==> src/rtl/corr_bp_pkg.sv <==
`timescale 1ns/1ps
package corr_bp_pkg;
  // Strobes from control to datapath for one update cycle
  typedef struct packed {
    logic wrEn;       // write the selected counter
    logic cntUp;      // step toward taken
    logic cntDown;    // step toward not taken
    logic histShift;  // shift the outcome into the global history
  } bpStrobes_t;
endpackage

==> src/rtl/corr_bp_datapath.sv <==
`timescale 1ns/1ps
module corr_bp_datapath
  import corr_bp_pkg::*;
#(
  parameter int PC_W      = 32,
  parameter int PC_LSB    = 2,
  parameter int IDX_BITS  = 4,
  parameter int HIST_BITS = 2,
  parameter int CTR_BITS  = 2
) (
  input  logic                 clk,
  input  logic                 rst_n,
  input  logic [PC_W-1:0]      predPc,
  input  logic [PC_W-1:0]      updPc,
  input  logic [HIST_BITS-1:0] updHist,
  input  logic                 updTaken,
  input  bpStrobes_t           strb,
  output logic [CTR_BITS-1:0]  predCtr,
  output logic [CTR_BITS-1:0]  updCtr,
  output logic [HIST_BITS-1:0] ghr
);
  localparam int ADDR_W  = IDX_BITS + HIST_BITS;
  localparam int ENTRIES = 1 << ADDR_W;

  logic [CTR_BITS-1:0]  ctrTab [ENTRIES];
  logic [ADDR_W-1:0]    predAddr;
  logic [ADDR_W-1:0]    updAddr;
  logic [CTR_BITS-1:0]  ctrNext;
  logic [HIST_BITS-1:0] ghrNext;
  logic                 unusedPcBits;

  // Table address: PC index field above the history bits
  assign predAddr = {predPc[PC_LSB +: IDX_BITS], ghr};
  assign updAddr  = {updPc[PC_LSB +: IDX_BITS], updHist};
  assign unusedPcBits = ^{predPc, updPc};

  assign predCtr = ctrTab[predAddr];
  assign updCtr  = ctrTab[updAddr];

  always_comb begin
    ctrNext = updCtr;
    if (strb.cntUp)
      ctrNext = updCtr + 1'b1;
    else if (strb.cntDown)
      ctrNext = updCtr - 1'b1;
  end

  generate
    if (HIST_BITS == 1) begin : g_hist1
      always_comb ghrNext = updTaken;
    end else begin : g_histN
      always_comb ghrNext = {ghr[HIST_BITS-2:0], updTaken};
    end
  endgenerate

  always_ff @(posedge clk) begin
    if (!rst_n) begin
      for (int i = 0; i < ENTRIES; i++) ctrTab[i] <= '0;
      ghr <= '0;
    end else begin
      if (strb.wrEn) ctrTab[updAddr] <= ctrNext;
      if (strb.histShift) ghr <= ghrNext;
    end
  end
endmodule

==> src/rtl/corr_bp_control.sv <==
`timescale 1ns/1ps
module corr_bp_control
  import corr_bp_pkg::*;
#(
  parameter int CTR_BITS = 2
) (
  input  logic                updValid,
  input  logic                updTaken,
  input  logic [CTR_BITS-1:0] predCtr,
  input  logic [CTR_BITS-1:0] updCtr,
  output bpStrobes_t          strb,
  output logic                predTaken
);
  localparam logic [CTR_BITS-1:0] CTR_MAX = '1;
  localparam logic [CTR_BITS-1:0] CTR_MIN = '0;

  logic atTop;
  logic atBottom;

  assign atTop     = (updCtr == CTR_MAX);
  assign atBottom  = (updCtr == CTR_MIN);
  assign predTaken = predCtr[CTR_BITS-1];

  always_comb begin
    strb           = '0;
    strb.histShift = updValid;
    strb.cntUp     = updValid &&  updTaken && !atTop;
    strb.cntDown   = updValid && !updTaken && !atBottom;
    strb.wrEn      = strb.cntUp || strb.cntDown;
  end
endmodule

==> src/rtl/corr_bp.sv <==
`timescale 1ns/1ps
module corr_bp
  import corr_bp_pkg::*;
#(
  parameter int PC_W      = 32,
  parameter int PC_LSB    = 2,
  parameter int IDX_BITS  = 4,
  parameter int HIST_BITS = 2,
  parameter int CTR_BITS  = 2
) (
  input  logic                 clk,
  input  logic                 rst_n,
  input  logic [PC_W-1:0]      predPc,
  output logic                 predTaken,
  output logic [HIST_BITS-1:0] predHist,
  input  logic                 updValid,
  input  logic [PC_W-1:0]      updPc,
  input  logic                 updTaken,
  input  logic [HIST_BITS-1:0] updHist
);
  bpStrobes_t          strb;
  logic [CTR_BITS-1:0] predCtr;
  logic [CTR_BITS-1:0] updCtr;

  corr_bp_control #(.CTR_BITS(CTR_BITS)) u_ctl (
    .updValid (updValid),
    .updTaken (updTaken),
    .predCtr  (predCtr),
    .updCtr   (updCtr),
    .strb     (strb),
    .predTaken(predTaken)
  );

  corr_bp_datapath #(
    .PC_W(PC_W), .PC_LSB(PC_LSB), .IDX_BITS(IDX_BITS),
    .HIST_BITS(HIST_BITS), .CTR_BITS(CTR_BITS)
  ) u_dp (
    .clk     (clk),
    .rst_n   (rst_n),
    .predPc  (predPc),
    .updPc   (updPc),
    .updHist (updHist),
    .updTaken(updTaken),
    .strb    (strb),
    .predCtr (predCtr),
    .updCtr  (updCtr),
    .ghr     (predHist)
  );
endmodule

==> config.mk <==
export PLATFORM = sky130hd
export DESIGN_NAME = corr_bp
export DESIGN_NICKNAME = d
export VERILOG_FILES = /design/src/rtl/corr_bp_pkg.sv /design/src/rtl/corr_bp_datapath.sv /design/src/rtl/corr_bp_control.sv /design/src/rtl/corr_bp.sv
export SDC_FILE = /design/constraint.sdc
export NUM_CORES = 1
export LEC_CHECK = 0
export ABC_CLOCK_PERIOD_IN_PS = 4800
export BUFFER_PORTS_ARGS = -buffer_cell sky130_fd_sc_hd__buf_2
export CAP_MARGIN = 5
export CORE_ASPECT_RATIO = 1.1
export CORE_UTILIZATION = 56
export CTS_CLUSTER_DIAMETER = 100
export CTS_CLUSTER_SIZE = 14
export DETAILED_ROUTE_END_ITERATION = 7
export PLACE_DENSITY = 0.76
export SLEW_MARGIN = 20
export SYNTH_ARGS = -nofsm -noshare
export SYNTH_HDL_FRONTEND = slang
export SYNTH_SLANG_ARGS = --single-unit
==> constraint.sdc <==
create_clock -name clk -period 4.8 [get_ports clk]
set_input_delay 0.96 -clock clk [delete_from_list [all_inputs] [get_ports clk]]
set_output_delay 0.96 -clock clk [all_outputs]
set_load 0.05 [all_outputs]
==> flow_metrics.py, run 1 <==
metrics = {
    "power_and_ir_drop": {
        "switching_power_mw": 0.750,
        "power-per-cell-area_mw_per_mm2": 356,
        "internal-power_mw": 2.17,
        "clock_network_fraction_of_design_power_pct": 41.9,
        "peakVddDrop_mv": 0.241,
        "sequential_cell_fraction_of_total_power_pct": 44.8,
        "p_leak_nw": 2.88,
        "share_of_total_power_consumed_by_net_switching_pct": 25.7,
        "power.combinational.fraction_pct": 13.2,
    },
    "setup_path": {
        "highest_delay_cell_along_the_critical_path": "sky130_fd_sc_hd__o31ai_1",
        "r2r_end": "u_dp.ctrTab[2][1]",
        "reg2regPathDepth": 13,
        "critPathBufInv": 5,
        "critical_path.max_fanout": 22,
        "path_cells": "clkbuf_4 > buf_4 > mux2i_1 > o22ai_1 > o31ai_1 > o2111ai_1 > nor4_1 > buf_4 > inv_1 > ha_1 > nor2b_1 > o211a_1 > nand2_1 > nor3_1 > buf_4 > nand2_1 > nand2_1",
        "timing.reg2reg.setup_slack_ns": 0.80,
        "critical_path_required_ns": 4.93,
        "setup.worst_path.start_class": "input pin",
        "critical_path_arrival_ns": 4.76,
        "family_with_the_most_delay_on_the_worst_path": "simple AND/OR/NAND/NOR gates",
        "worst_setup_path_end_kind": "register",
        "critical-path-max-stage-delay_ns": 0.40,
        "critical_path_depth_in_cells": 17,
        "r2r_start": "u_dp.ctrTab[14][0]",
        "crit_type": "in -> reg",
    },
    "worst_hold_path": {
        "timing.hold.worst.start": "updTaken",
        "hold_path_end": "u_dp.ghr[0]",
        "timing.hold.worst_path_depth": 3,
        "hold_class": "in -> reg",
    },
    "place": {
        "dp_hpwl_um": 13300,
        "count_of_placed_standard_cells_including_taps": 775,
        "pre_cts_setup_slack_ns": -0.114,
        "finalWeightedCongestion": 0.922,
        "post_dp_cell_area_mm2": 0.00765,
        "numPortBuffers": 16,
    },
    "final_layout": {
        "layout_cell_share_with_drive_strength_beyond_1_pct": 23.6,
        "final_layout_net_count": 709,
        "final-instance-count-excl-fill": 805,
        "n_antenna_cell": 0,
        "area_growth_pct": 13.1,
        "design_area_mm2": 0.00820,
    },
    "grt": {
        "grt_usage_pct": 31.2,
        "globalRoute.totalOverflow": 0,
        "grt_antenna_before_repair": 0,
        "grt_max_degree": 65,
        "grt_pass1_wl_um": 31100,
        "vias_in_the_first_global_route": 5622,
    },
    "synthesis": {
        "synth.yosys.seq_area_share_pct": 53.5,
        "synth_commonest_cells": "sky130_fd_sc_hd__edfxtp_1 (128), sky130_fd_sc_hd__nand2_1 (61), sky130_fd_sc_hd__clkbuf_1 (45)",
        "postSynthNetCount": 698,
        "netlist_instances": 626,
        "synthDistinctLibCells": 52,
        "number_of_flops_mapped_to_enable_cells_by_yosys": 128,
        "dominant_cell_type_by_area_after_synthesis": "sky130_fd_sc_hd__edfxtp_1",
        "synth.top_cells.by_area": "sky130_fd_sc_hd__edfxtp_1 (53%), sky130_fd_sc_hd__mux4_2 (8.1%), sky130_fd_sc_hd__mux2i_1 (3.7%), sky130_fd_sc_hd__nand2_1 (3.2%), sky130_fd_sc_hd__o21ai_0 (3.0%)",
        "yosysWarningCount": 0,
        "synthMostInstantiatedCell": "sky130_fd_sc_hd__edfxtp_1",
        "postSynth.asyncResetShare_pct": 0,
        "yosysTopAreaCellShare_pct": 53.0,
        "ys_dominant_reg_cell": "sky130_fd_sc_hd__edfxtp_1",
        "ys_seq_elements": 130,
        "syn-cell-area_mm2": 0.00725,
        "syn-mean-instance-area_um2": 11.6,
    },
    "timing": {
        "period_share_pct": 96.5,
        "skew_ns": 0.00610,
        "grt_setup_unrepaired": "false",
        "finalWorstSetupSlack_ns": 0.166,
        "worst_pin_slew_ns": 0.877,
        "maxClockFrequency_mhz": 216,
        "timing_max_transition_violations_final": 0,
        "setup_viol": 0,
        "timing.max_slew.rel_slack_pct": 41.5,
        "finalHoldWorstSlack_ns": 0.843,
        "hold_viol": 0,
        "final.setup.tns_ns": 0,
        "crit_path_time_final_ns": 4.63,
    },
    "floorplanning": {
        "die_area_mm2": 0.0134,
        "floorplan.initialDensity_pct": 57.4,
        "core-area_mm2": 0.0126,
        "num_rows": 43,
        "top_level_ports": 73,
        "die_w_um": 111,
        "die_y_extent_um": 121,
    },
    "drt": {
        "routed_wire_length_per_instance_um": 25.3,
        "drt_first_iter_violations": 925,
        "detail_route.drc_violations": 0,
        "number_of_iterations_in_the_first_detailed_routing_pass": 6,
        "final_antenna_net_count": 0,
        "dr_total_vias": 5726,
        "vias_per_cell": 7.11,
        "route.final.wire_length_um": 20300,
    },
    "clocking": {
        "tritoncts.num_buffers": 17,
        "clkSlewWorstSetupHoldPaths_ns": 0.05,
        "cts_root_buf": "sky130_fd_sc_hd__clkbuf_16",
        "number_of_h_tree_levels": 4,
        "post_cts_setup_repair_buffer_count": 0,
        "cts_num_sinks": 130,
        "ctsLongestPathBuffers": 2,
        "cts_tree": "yes",
        "clkLatencyLatePin_ns": 0.42,
    },
    "status": {
        "status": "finished, final reports clean",
    },
    "job": {
        "timing.max_cap.violations": 0,
    },
}
-- metal layers --
| layer | routed length (µm) | GRT usage, % | vias up |
|---|---|---|---|
| met2 | 9660 | 50.0 | 432 |
| li1 | - | - | 2459 |
| met3 | 2530 | 7.94 | 89 |
| met5 | 0 | 0 | - |
| met1 | 7250 | 38.8 | 2746 |
| met4 | 909 | 17.3 | 0 |
-- power by group through the flow --
| stage | combinational, mW | sequential, mW | clock [mW] |
|---|---|---|---|
| 3_5_place_dp | 0.374 | 1.33 | 0 |
| 5_1_grt | 0.405 | 1.31 | 1.27 |
| 3_3_place_gp | 0.367 | 1.33 | 0 |
| 6_report | 0.386 | 1.31 | 1.22 |
| 2_1_floorplan | 0.255 | 1.32 | 0 |
| 4_1_cts | 0.377 | 1.31 | 1.22 |
-- worst reg2reg max path, delay by kind of cell, from the launching register on --
kind / cells / cell delay (ns)
DFF: 1 / 0.40
buffers and inverters: 1 / 0.26
adders and majority gates: 1 / 0.28
AOI/OAI and AO/OA: 4 / 1.36
and+or+nand+nor: 7 / 1.42
-- layout by cell type, fill, tap and decap left out, drive strengths merged, types with 3 or more instances in the layout --
cell,n
edfxtp,128
buf,65
nand2,61
nor3,45
o21ai,44
nor2,40
a21oi,29
a211oi,29
mux2i,27
mux4,26
clkbuf,22
o22ai,12
nor4,11
a221o,9
nor2b,8
nand3,6
and3,6
inv,6
a221oi,5
mux2,5
or2,4
nand3b,4
clkinvlp,4
clkinv,4
nand2b,3
nor3b,3
o211ai,3
a22oi,3
and2,3
a32o,3
o31ai,3
-- layout make-up --
cell class,count,area (µm²)
Clock buffer,20,437
Clock inverter,10,114
Fill cell,921,4440
Inverter,6,22.5
Multi-Input combinational cell,415,3020
Sequential cell,130,3880
Tap cell,157,196
Timing Repair Buffer,67,531
-- per-stage QoR --
step | utilization [%] | power (mW)
floorplan | - | 1.57
global placement | 60.5 | 1.70
detailed placement | 60.5 | 1.70
CTS | 64.8 | 2.91
global route | 64.9 | 2.98
finish | 64.9 | 2.92
-- sequential cells by signal (all words and copies together), names as in the netlist --
signal       count
u_dp.ghr         2
u_dp.ctrTab    128
-- what timing repair did --
action,CTS,global route
gates resized for setup,0,3
hold buffers,0,0
endpoints found under the hold margin,0,0
endpoints found under the setup margin,0,18
-- worst max path at each step --
| stage | from | to |
|---|---|---|
| after floorplan | updHist[1] | u_dp.ctrTab[10][0] |
| after global placement | updHist[0] | u_dp.ctrTab[2][0] |
| after detailed placement | updPc[2] | u_dp.ctrTab[2][0] |
| after CTS | updPc[2] | u_dp.ctrTab[2][1] |
| after global routing | updPc[2] | u_dp.ctrTab[26][0] |
| final | updPc[2] | u_dp.ctrTab[2][1] |
-- cell families after synthesis --
| family | Yosys count | synth area share, % |
|---|---|---|
| flops | 130 | 53.5 |
| fa+ha+maj | 2 | 0.345 |
| mux | 58 | 12.6 |
| compound gates | 152 | 13.8 |
| simple gates | 203 | 14.6 |
| buf+inv | 81 | 5.04 |
Power figures use the tool's default switching activity.
==> run 2, diff against run 1 <==
--- a/config.mk
+++ b/config.mk
@@ -5,6 +5,7 @@
 export SDC_FILE = /design/constraint.sdc
 export NUM_CORES = 1
 export LEC_CHECK = 0
+export ABC_AREA = 1
 export ABC_CLOCK_PERIOD_IN_PS = 4800
 export BUFFER_PORTS_ARGS = -buffer_cell sky130_fd_sc_hd__buf_2
 export CAP_MARGIN = 5
==> run 2 against run 1 <==
  * Cell count is 42% higher
  * Global-route usage is 1.5 points lower
  * Core utilization is 0.15 points lower
  * Sequential share of layout area is 1.9 points lower
  * Synthesized cell count is 52% higher
  * Largest power group is now the clock network
  * Largest cell class unchanged
  * Critical path depth is 1 higher
  * Count of clock-buffer cells in the layout stayed put
  * First-iteration DRC count is 12% lower
==> flow_metrics.py, run 2 <==
metrics = {
    "place": {
        "dp_hpwl_um": 12400,
        "post_dp_cell_area_mm2": 0.00786,
        "finalWeightedCongestion": 0.845,
        "count_of_placed_standard_cells_including_taps": 1108,
        "numPortBuffers": 16,
    },
    "timing": {
        "crit_path_time_final_ns": 4.18,
        "grt_setup_unrepaired": "false",
        "maxClockFrequency_mhz": 239,
        "skew_ns": 0.0102,
        "period_share_pct": 87.0,
        "timing.max_slew.rel_slack_pct": 22.7,
        "hold_viol": 0,
        "worst_pin_slew_ns": 1.15,
        "final.setup.tns_ns": 0,
        "setup_viol": 0,
        "timing_max_transition_violations_final": 0,
    },
    "synthesis": {
        "yosysTopAreaCellShare_pct": 50.6,
        "syn-mean-instance-area_um2": 8.00,
        "synthDistinctLibCells": 27,
        "synth.top_cells.by_area": "sky130_fd_sc_hd__edfxtp_1 (51%), sky130_fd_sc_hd__nand2_1 (18%), sky130_fd_sc_hd__nor2_1 (6.2%), sky130_fd_sc_hd__inv_1 (3.2%), sky130_fd_sc_hd__nand3_1 (2.9%)",
        "post_synth_fa_ha_maj_area_fraction_pct": 0.329,
        "synth_top_family_by_area": "simple AND/OR/NAND/NOR gates",
        "synthMuxAreaShare_pct": 0,
        "ys_dominant_reg_cell": "sky130_fd_sc_hd__edfxtp_1",
        "synth.yosys.seq_area_share_pct": 51.1,
        "synth_commonest_cells": "sky130_fd_sc_hd__nand2_1 (374), sky130_fd_sc_hd__edfxtp_1 (128), sky130_fd_sc_hd__nor2_1 (126)",
        "netlist_instances": 950,
        "postSynthNetCount": 1022,
        "dominant_cell_type_by_area_after_synthesis": "sky130_fd_sc_hd__edfxtp_1",
        "synth_xor_area_share_pct": 0,
        "basic_gate_share_of_the_synthesized_area_counting_and_or_nand_and_nor_cells_pct": 34.1,
        "number_of_flops_mapped_to_enable_cells_by_yosys": 128,
        "ys_seq_elements": 130,
        "synthMostInstantiatedCell": "sky130_fd_sc_hd__nand2_1",
        "synth_compound_area_share_pct": 6.35,
        "syn-cell-area_mm2": 0.00760,
        "postSynth.asyncResetShare_pct": 0,
        "yosysWarningCount": 0,
    },
    "floorplanning": {
        "core-area_mm2": 0.0132,
        "num_rows": 44,
        "die_y_extent_um": 124,
        "die_area_mm2": 0.0140,
        "floorplan.initialDensity_pct": 57.5,
        "die_w_um": 113,
        "top_level_ports": 73,
    },
    "drt": {
        "route.final.wire_length_um": 20000,
        "dr_total_vias": 6528,
        "number_of_iterations_in_the_first_detailed_routing_pass": 5,
        "vias_per_cell": 5.73,
        "final_antenna_net_count": 0,
        "drt_first_iter_violations": 814,
        "detail_route.drc_violations": 0,
        "routed_wire_length_per_instance_um": 17.5,
    },
    "final_layout": {
        "layout_cell_share_with_drive_strength_beyond_1_pct": 14.9,
        "design_area_mm2": 0.00855,
        "final-instance-count-excl-fill": 1140,
        "num-fill-cells": 1076,
        "area_growth_pct": 12.5,
        "largest_register_ffs": 128,
        "n_antenna_cell": 0,
        "layout_commonest_cell": "sky130_fd_sc_hd__nand2_1",
        "regArea_mm2": 0.00388,
        "layout_common_cells": "sky130_fd_sc_hd__nand2_1 (374), sky130_fd_sc_hd__edfxtp_1 (128), sky130_fd_sc_hd__nor2_1 (126)",
        "max_flop_register": "u_dp.ctrTab",
        "final_layout_net_count": 1038,
        "registers_with_the_most_flip_flops": "u_dp.ctrTab: 128 flops, u_dp.ghr: 2 flops",
        "multiInputGateArea_mm2": 0.00310,
    },
    "power_and_ir_drop": {
        "peakVddDrop_mv": 0.183,
        "power-per-cell-area_mw_per_mm2": 379,
        "p_leak_nw": 3.71,
    },
    "clocking": {
        "cts_num_sinks": 130,
        "cts_repair_resize_count": 0,
        "post_cts_setup_repair_buffer_count": 0,
        "cts_root_buf": "sky130_fd_sc_hd__clkbuf_16",
        "clkLatencyLatePin_ns": 0.43,
        "number_of_h_tree_levels": 4,
        "tritoncts.num_buffers": 17,
        "clkSlewWorstSetupHoldPaths_ns": 0.06,
        "ctsLongestPathBuffers": 2,
        "ctsHoldBuffers": 0,
        "cts_tree": "yes",
    },
    "setup_path": {
        "critPathBufInv": 3,
        "worst_setup_path_end_kind": "register",
        "critical_path.max_fanout": 12,
        "critical_path_arrival_ns": 4.31,
        "crit_type": "in -> reg",
        "path_cells": "buf_2 > nor2_1 > nand3_1 > nand2_1 > o21ai_0 > nand2_1 > nor2_1 > nand2_1 > inv_1 > ha_1 > nor2_1 > nand2_1 > nand2_1 > nand2_2 > nor4_2 > buf_4 > nand2_1 > nand2_1",
        "timing.reg2reg.setup_slack_ns": 1.63,
        "setup.worst_path.start_class": "input pin",
        "critical-path-max-stage-delay_ns": 0.90,
        "highest_delay_cell_along_the_critical_path": "sky130_fd_sc_hd__nor2_1",
        "family_with_the_most_delay_on_the_worst_path": "simple AND/OR/NAND/NOR gates",
        "critPathMostFrequentCell": "sky130_fd_sc_hd__nand2_1",
        "critical_path_required_ns": 4.93,
    },
    "grt": {
        "globalRoute.totalOverflow": 0,
        "grt_max_degree": 73,
        "grt_usage_pct": 29.7,
        "grt_antenna_before_repair": 0,
        "vias_in_the_first_global_route": 6083,
        "grt_pass1_wl_um": 31200,
    },
    "job": {
        "timing.max_cap.violations": 0,
    },
    "worst_hold_path": {
        "hold_class": "in -> reg",
    },
    "status": {
        "status": "finished, final reports clean",
    },
}
-- run 2: cell types whose count changed after synthesis, moves of 10 or more --
cell	change
sky130_fd_sc_hd__nand2_1	+313
sky130_fd_sc_hd__nor2_1	+86
sky130_fd_sc_hd__inv_1	+60
sky130_fd_sc_hd__nand3_1	+38
sky130_fd_sc_hd__nor2_2	+32
sky130_fd_sc_hd__nor3_1	-31
sky130_fd_sc_hd__a211oi_1	-29
sky130_fd_sc_hd__mux2i_1	-27
sky130_fd_sc_hd__clkbuf_1	-26
sky130_fd_sc_hd__mux4_2	-26
sky130_fd_sc_hd__buf_4	+14
sky130_fd_sc_hd__o211ai_1	+14
sky130_fd_sc_hd__o22ai_1	-12
sky130_fd_sc_hd__nor3_2	-10
-- run 2: layout make-up --
type,instances,share of cell area [%]
sequential,130,45.4
multi-input combinational,692,36.3
clock buffer,20,5.46
timing repair buffer,51,4.59
inverter,74,3.28
clock inverter,12,2.65
tap,161,2.36
-- run 2: cell families (layout without fill, tap and decap cells) --
kind of cell,Yosys count,count (layout)
AND/OR/NAND/NOR,602,602
adder cells (fa/ha/maj),2,2
AO/OA/AOI/OAI,88,88
flip-flops,130,130
buffers and inverters,128,157
-- run 2: worst paths after layout --
check / start / end / depth (start not counted)
worst max-delay path: updPc[2] / u_dp.ctrTab[57][0] / 18
worst min-delay path: updValid / u_dp.ghr[1] / 2
worst max register to register: u_dp.ctrTab[10][1] / u_dp.ctrTab[57][0] / 16
worst min register to register: u_dp.ghr[0] / u_dp.ghr[1] / 2
-- run 2: routing by layer --
metal	share of wire (%)	GRT usage (%)	wire [µm]
met1	39	38.6	7860
met3	10	7.28	2020
met5	0	0	0
met4	4.0	15.3	808
met2	46	46.1	9270
-- run 2: where the power goes --
group | total (mW) | switching (mW) | internal, mW
Sequential | 1.30 | 0.0198 | 1.28
Combinational | 0.421 | 0.305 | 0.116
Clock | 1.52 | 0.501 | 1.02
Total | 3.24 | 0.827 | 2.42
-- run 2: stage by stage --
| stage | utilization, % | worst slack, ns | hold WS, ns | total power [mW] |
|---|---|---|---|---|
| 6_report | 64.7 | 0.624 | 0.753 | 3.24 |
| 5_1_grt | 64.7 | 0.339 | 0.768 | 3.33 |
| 4_1_cts | 64.7 | 0.671 | 0.752 | 3.23 |
| 3_5_place_dp | 59.5 | 0.279 | 0.871 | 1.74 |
| 3_3_place_gp | 59.5 | 0.335 | 0.843 | 1.74 |
| 2_1_floorplan | - | 1.24 | 0.981 | 1.63 |
-- run 2: worst reg2reg max path: cells and delay by family, from the launching register on --
| kind | cells | cell delay [ns] |
|---|---|---|
| buffers and inverters | 2 | 0.29 |
| adders and majority gates | 1 | 0.20 |
| AOI/OAI and AO/OA | 1 | 0.25 |
| DFF | 1 | 0.38 |
| and+or+nand+nor | 12 | 1.77 |
==> run 3, diff against run 2 <==
--- a/config.mk
+++ b/config.mk
@@ -6,7 +6,7 @@
 export NUM_CORES = 1
 export LEC_CHECK = 0
 export ABC_AREA = 1
-export ABC_CLOCK_PERIOD_IN_PS = 4800
+export ABC_CLOCK_PERIOD_IN_PS = 4200
 export BUFFER_PORTS_ARGS = -buffer_cell sky130_fd_sc_hd__buf_2
 export CAP_MARGIN = 5
 export CORE_ASPECT_RATIO = 1.1
==> constraint.sdc (replaced) <==
create_clock -name clk -period 4.2 [get_ports clk]
set_input_delay 0.84 -clock clk [delete_from_list [all_inputs] [get_ports clk]]
set_output_delay 0.84 -clock clk [all_outputs]
set_load 0.05 [all_outputs]
==> run 3 against run 2 <==
  * Count of clock-buffer cells in the layout stayed put
  * Non-clock buffer count up 6
  * Sequential power increased by 15%
  * Die area is the same
  * Clock skew down 0.0030 ns
  * First-iteration DRC count increased by 3.6%
  * Setup slack got worse by 0.46 ns
  * Combinational power rose by 13%
  * Register-to-register slack worse by 0.63 ns
  * Clock power shrank 11%
==> flow_metrics.py, run 3 (synthesis results as in run 2) <==
metrics = {
    "status": {
        "status": "finished, final reports clean",
    },
    "place": {
        "numPortBuffers": 16,
        "dp_hpwl_um": 12900,
        "finalWeightedCongestion": 0.876,
        "count_of_placed_standard_cells_including_taps": 1114,
    },
    "grt": {
        "grt_pass1_wl_um": 30600,
        "grt_max_degree": 67,
        "grt_usage_pct": 29.2,
        "globalRoute.totalOverflow": 0,
        "grt_antenna_before_repair": 0,
        "vias_in_the_first_global_route": 6065,
    },
    "final_layout": {
        "layout_common_cells": "sky130_fd_sc_hd__nand2_1 (374), sky130_fd_sc_hd__edfxtp_1 (128), sky130_fd_sc_hd__nor2_1 (126)",
        "final-instance-count-excl-fill": 1145,
        "layout_cell_share_with_drive_strength_beyond_1_pct": 14.2,
        "n_antenna_cell": 0,
        "num-fill-cells": 1107,
        "largest_register_ffs": 128,
        "area_growth_pct": 11.0,
        "registers_with_the_most_flip_flops": "u_dp.ctrTab: 128 flops, u_dp.ghr: 2 flops",
        "max_flop_register": "u_dp.ctrTab",
        "layout_commonest_cell": "sky130_fd_sc_hd__nand2_1",
        "final_layout_net_count": 1044,
    },
    "drt": {
        "vias_per_cell": 5.64,
        "route.final.wire_length_um": 19500,
        "final_antenna_net_count": 0,
        "dr_total_vias": 6456,
        "drt_first_iter_violations": 843,
        "number_of_iterations_in_the_first_detailed_routing_pass": 6,
        "routed_wire_length_per_instance_um": 17.0,
        "detail_route.drc_violations": 0,
    },
    "clocking": {
        "cts_num_sinks": 130,
        "cts_repair_resize_count": 0,
        "clkLatencyLatePin_ns": 0.42,
        "ctsLongestPathBuffers": 2,
        "post_cts_setup_repair_buffer_count": 0,
        "clkSlewWorstSetupHoldPaths_ns": 0.05,
        "tritoncts.num_buffers": 17,
        "cts_tree": "yes",
        "ctsHoldBuffers": 0,
        "number_of_h_tree_levels": 4,
        "cts_root_buf": "sky130_fd_sc_hd__clkbuf_16",
    },
    "power_and_ir_drop": {
        "internal-power_mw": 2.44,
        "peakVddDrop_mv": 0.234,
        "share_of_total_power_consumed_by_net_switching_pct": 26.5,
        "power.combinational.fraction_pct": 14.3,
        "sequential_cell_fraction_of_total_power_pct": 44.8,
        "clock_network_fraction_of_design_power_pct": 40.9,
        "power-per-cell-area_mw_per_mm2": 394,
        "p_leak_nw": 3.66,
        "switching_power_mw": 0.879,
    },
    "setup_path": {
        "critical_path.max_fanout": 12,
        "highest_delay_cell_along_the_critical_path": "sky130_fd_sc_hd__nor2_1",
        "critPathMostFrequentCell": "sky130_fd_sc_hd__nand2_1",
        "worst_setup_path_end_kind": "register",
        "critical-path-max-stage-delay_ns": 0.88,
        "critical_path_required_ns": 4.33,
        "setup.worst_path.start_class": "input pin",
        "path_cells": "buf_2 > nor2_1 > nand3_1 > nand2_1 > o21ai_0 > nand2_1 > nor2_1 > nand2_1 > inv_1 > ha_1 > nor2_1 > nand2_1 > nand2_1 > nand2_2 > nor4_2 > buf_4 > nand2_1 > nand2_1",
        "crit_type": "in -> reg",
        "critical_path_arrival_ns": 4.17,
    },
    "floorplanning": {
        "num_rows": 44,
        "die_w_um": 113,
        "top_level_ports": 73,
        "core-area_mm2": 0.0132,
        "die_y_extent_um": 124,
        "die_area_mm2": 0.0140,
        "floorplan.initialDensity_pct": 57.5,
    },
    "worst_hold_path": {
        "hold_class": "in -> reg",
    },
    "timing": {
        "worst_pin_slew_ns": 1.16,
        "maxClockFrequency_mhz": 248,
        "finalHoldWorstSlack_ns": 0.642,
        "period_share_pct": 96.1,
        "crit_path_time_final_ns": 4.04,
        "timing_max_transition_violations_final": 0,
        "hold_viol": 0,
        "skew_ns": 0.00714,
        "timing.max_slew.rel_slack_pct": 22.3,
        "grt_setup_unrepaired": "false",
        "setup_viol": 0,
        "final.setup.tns_ns": 0,
    },
    "job": {
        "timing.max_cap.violations": 0,
    },
}
-- run 3: power by group through the flow --
stage	clock [mW]	sequential [mW]	combinational [mW]
after floorplan	0	1.51	0.351
after global placement	0	1.51	0.463
after detailed placement	0	1.51	0.467
after CTS	1.36	1.49	0.470
after global routing	1.42	1.49	0.512
final	1.36	1.49	0.475
-- run 3: per-layer routing --
layer  wire length, µm  global-route usage (%)  vias to the layer above  share of wire [%]
met4               627                    12.1                        0                3.2
met5                 0                       0                        -                  0
met3              1840                    6.45                       49                9.4
li1                  -                       -                     3117                  -
met2              9280                    46.4                      347                 48
met1              7750                    38.7                     2943                 40
-- run 3: worst max-delay path: cells and delay by family --
family,cells,cell delay [ns]
adders and majority gates,1,0.17
and+or+nand+nor,13,2.64
AOI/OAI and AO/OA,1,0.12
buffers and inverters,3,0.40
-- run 3: final timing paths --
check / start / to / slack [ns] / cells past startpoint
setup / recovery: updPc[2] / u_dp.ctrTab[17][1] / 0.16 / 18
hold / removal: updValid / u_dp.ghr[1] / 0.64 / 2
setup reg to reg: u_dp.ctrTab[10][1] / u_dp.ctrTab[17][1] / 1.00 / 16
hold reg to reg: u_dp.ghr[1] / u_dp.ghr[1] / 0.79 / 2
-- run 3: final cells by class --
class | count | area (µm²) | share of cell area [%]
inverters | 74 | 280 | 3.32
multi-input cells | 692 | 3100 | 36.8
clock buffers | 20 | 437 | 5.18
repair buffers | 57 | 438 | 5.19
clock inverters | 11 | 95.1 | 1.13
flip-flops and latches | 130 | 3880 | 46.0
well taps | 161 | 201 | 2.39
-- run 3: stage by stage --
stage	setup slack, ns	instance area, µm²	util, %	power [mW]
final	0.164	8440	63.9	3.32
after global routing	0.0433	8440	63.9	3.42
after CTS	0.290	8440	63.9	3.32
after detailed placement	-0.126	7910	59.8	1.98
after global placement	-0.0927	7910	59.8	1.97
after floorplan	0.756	7600	-	1.86
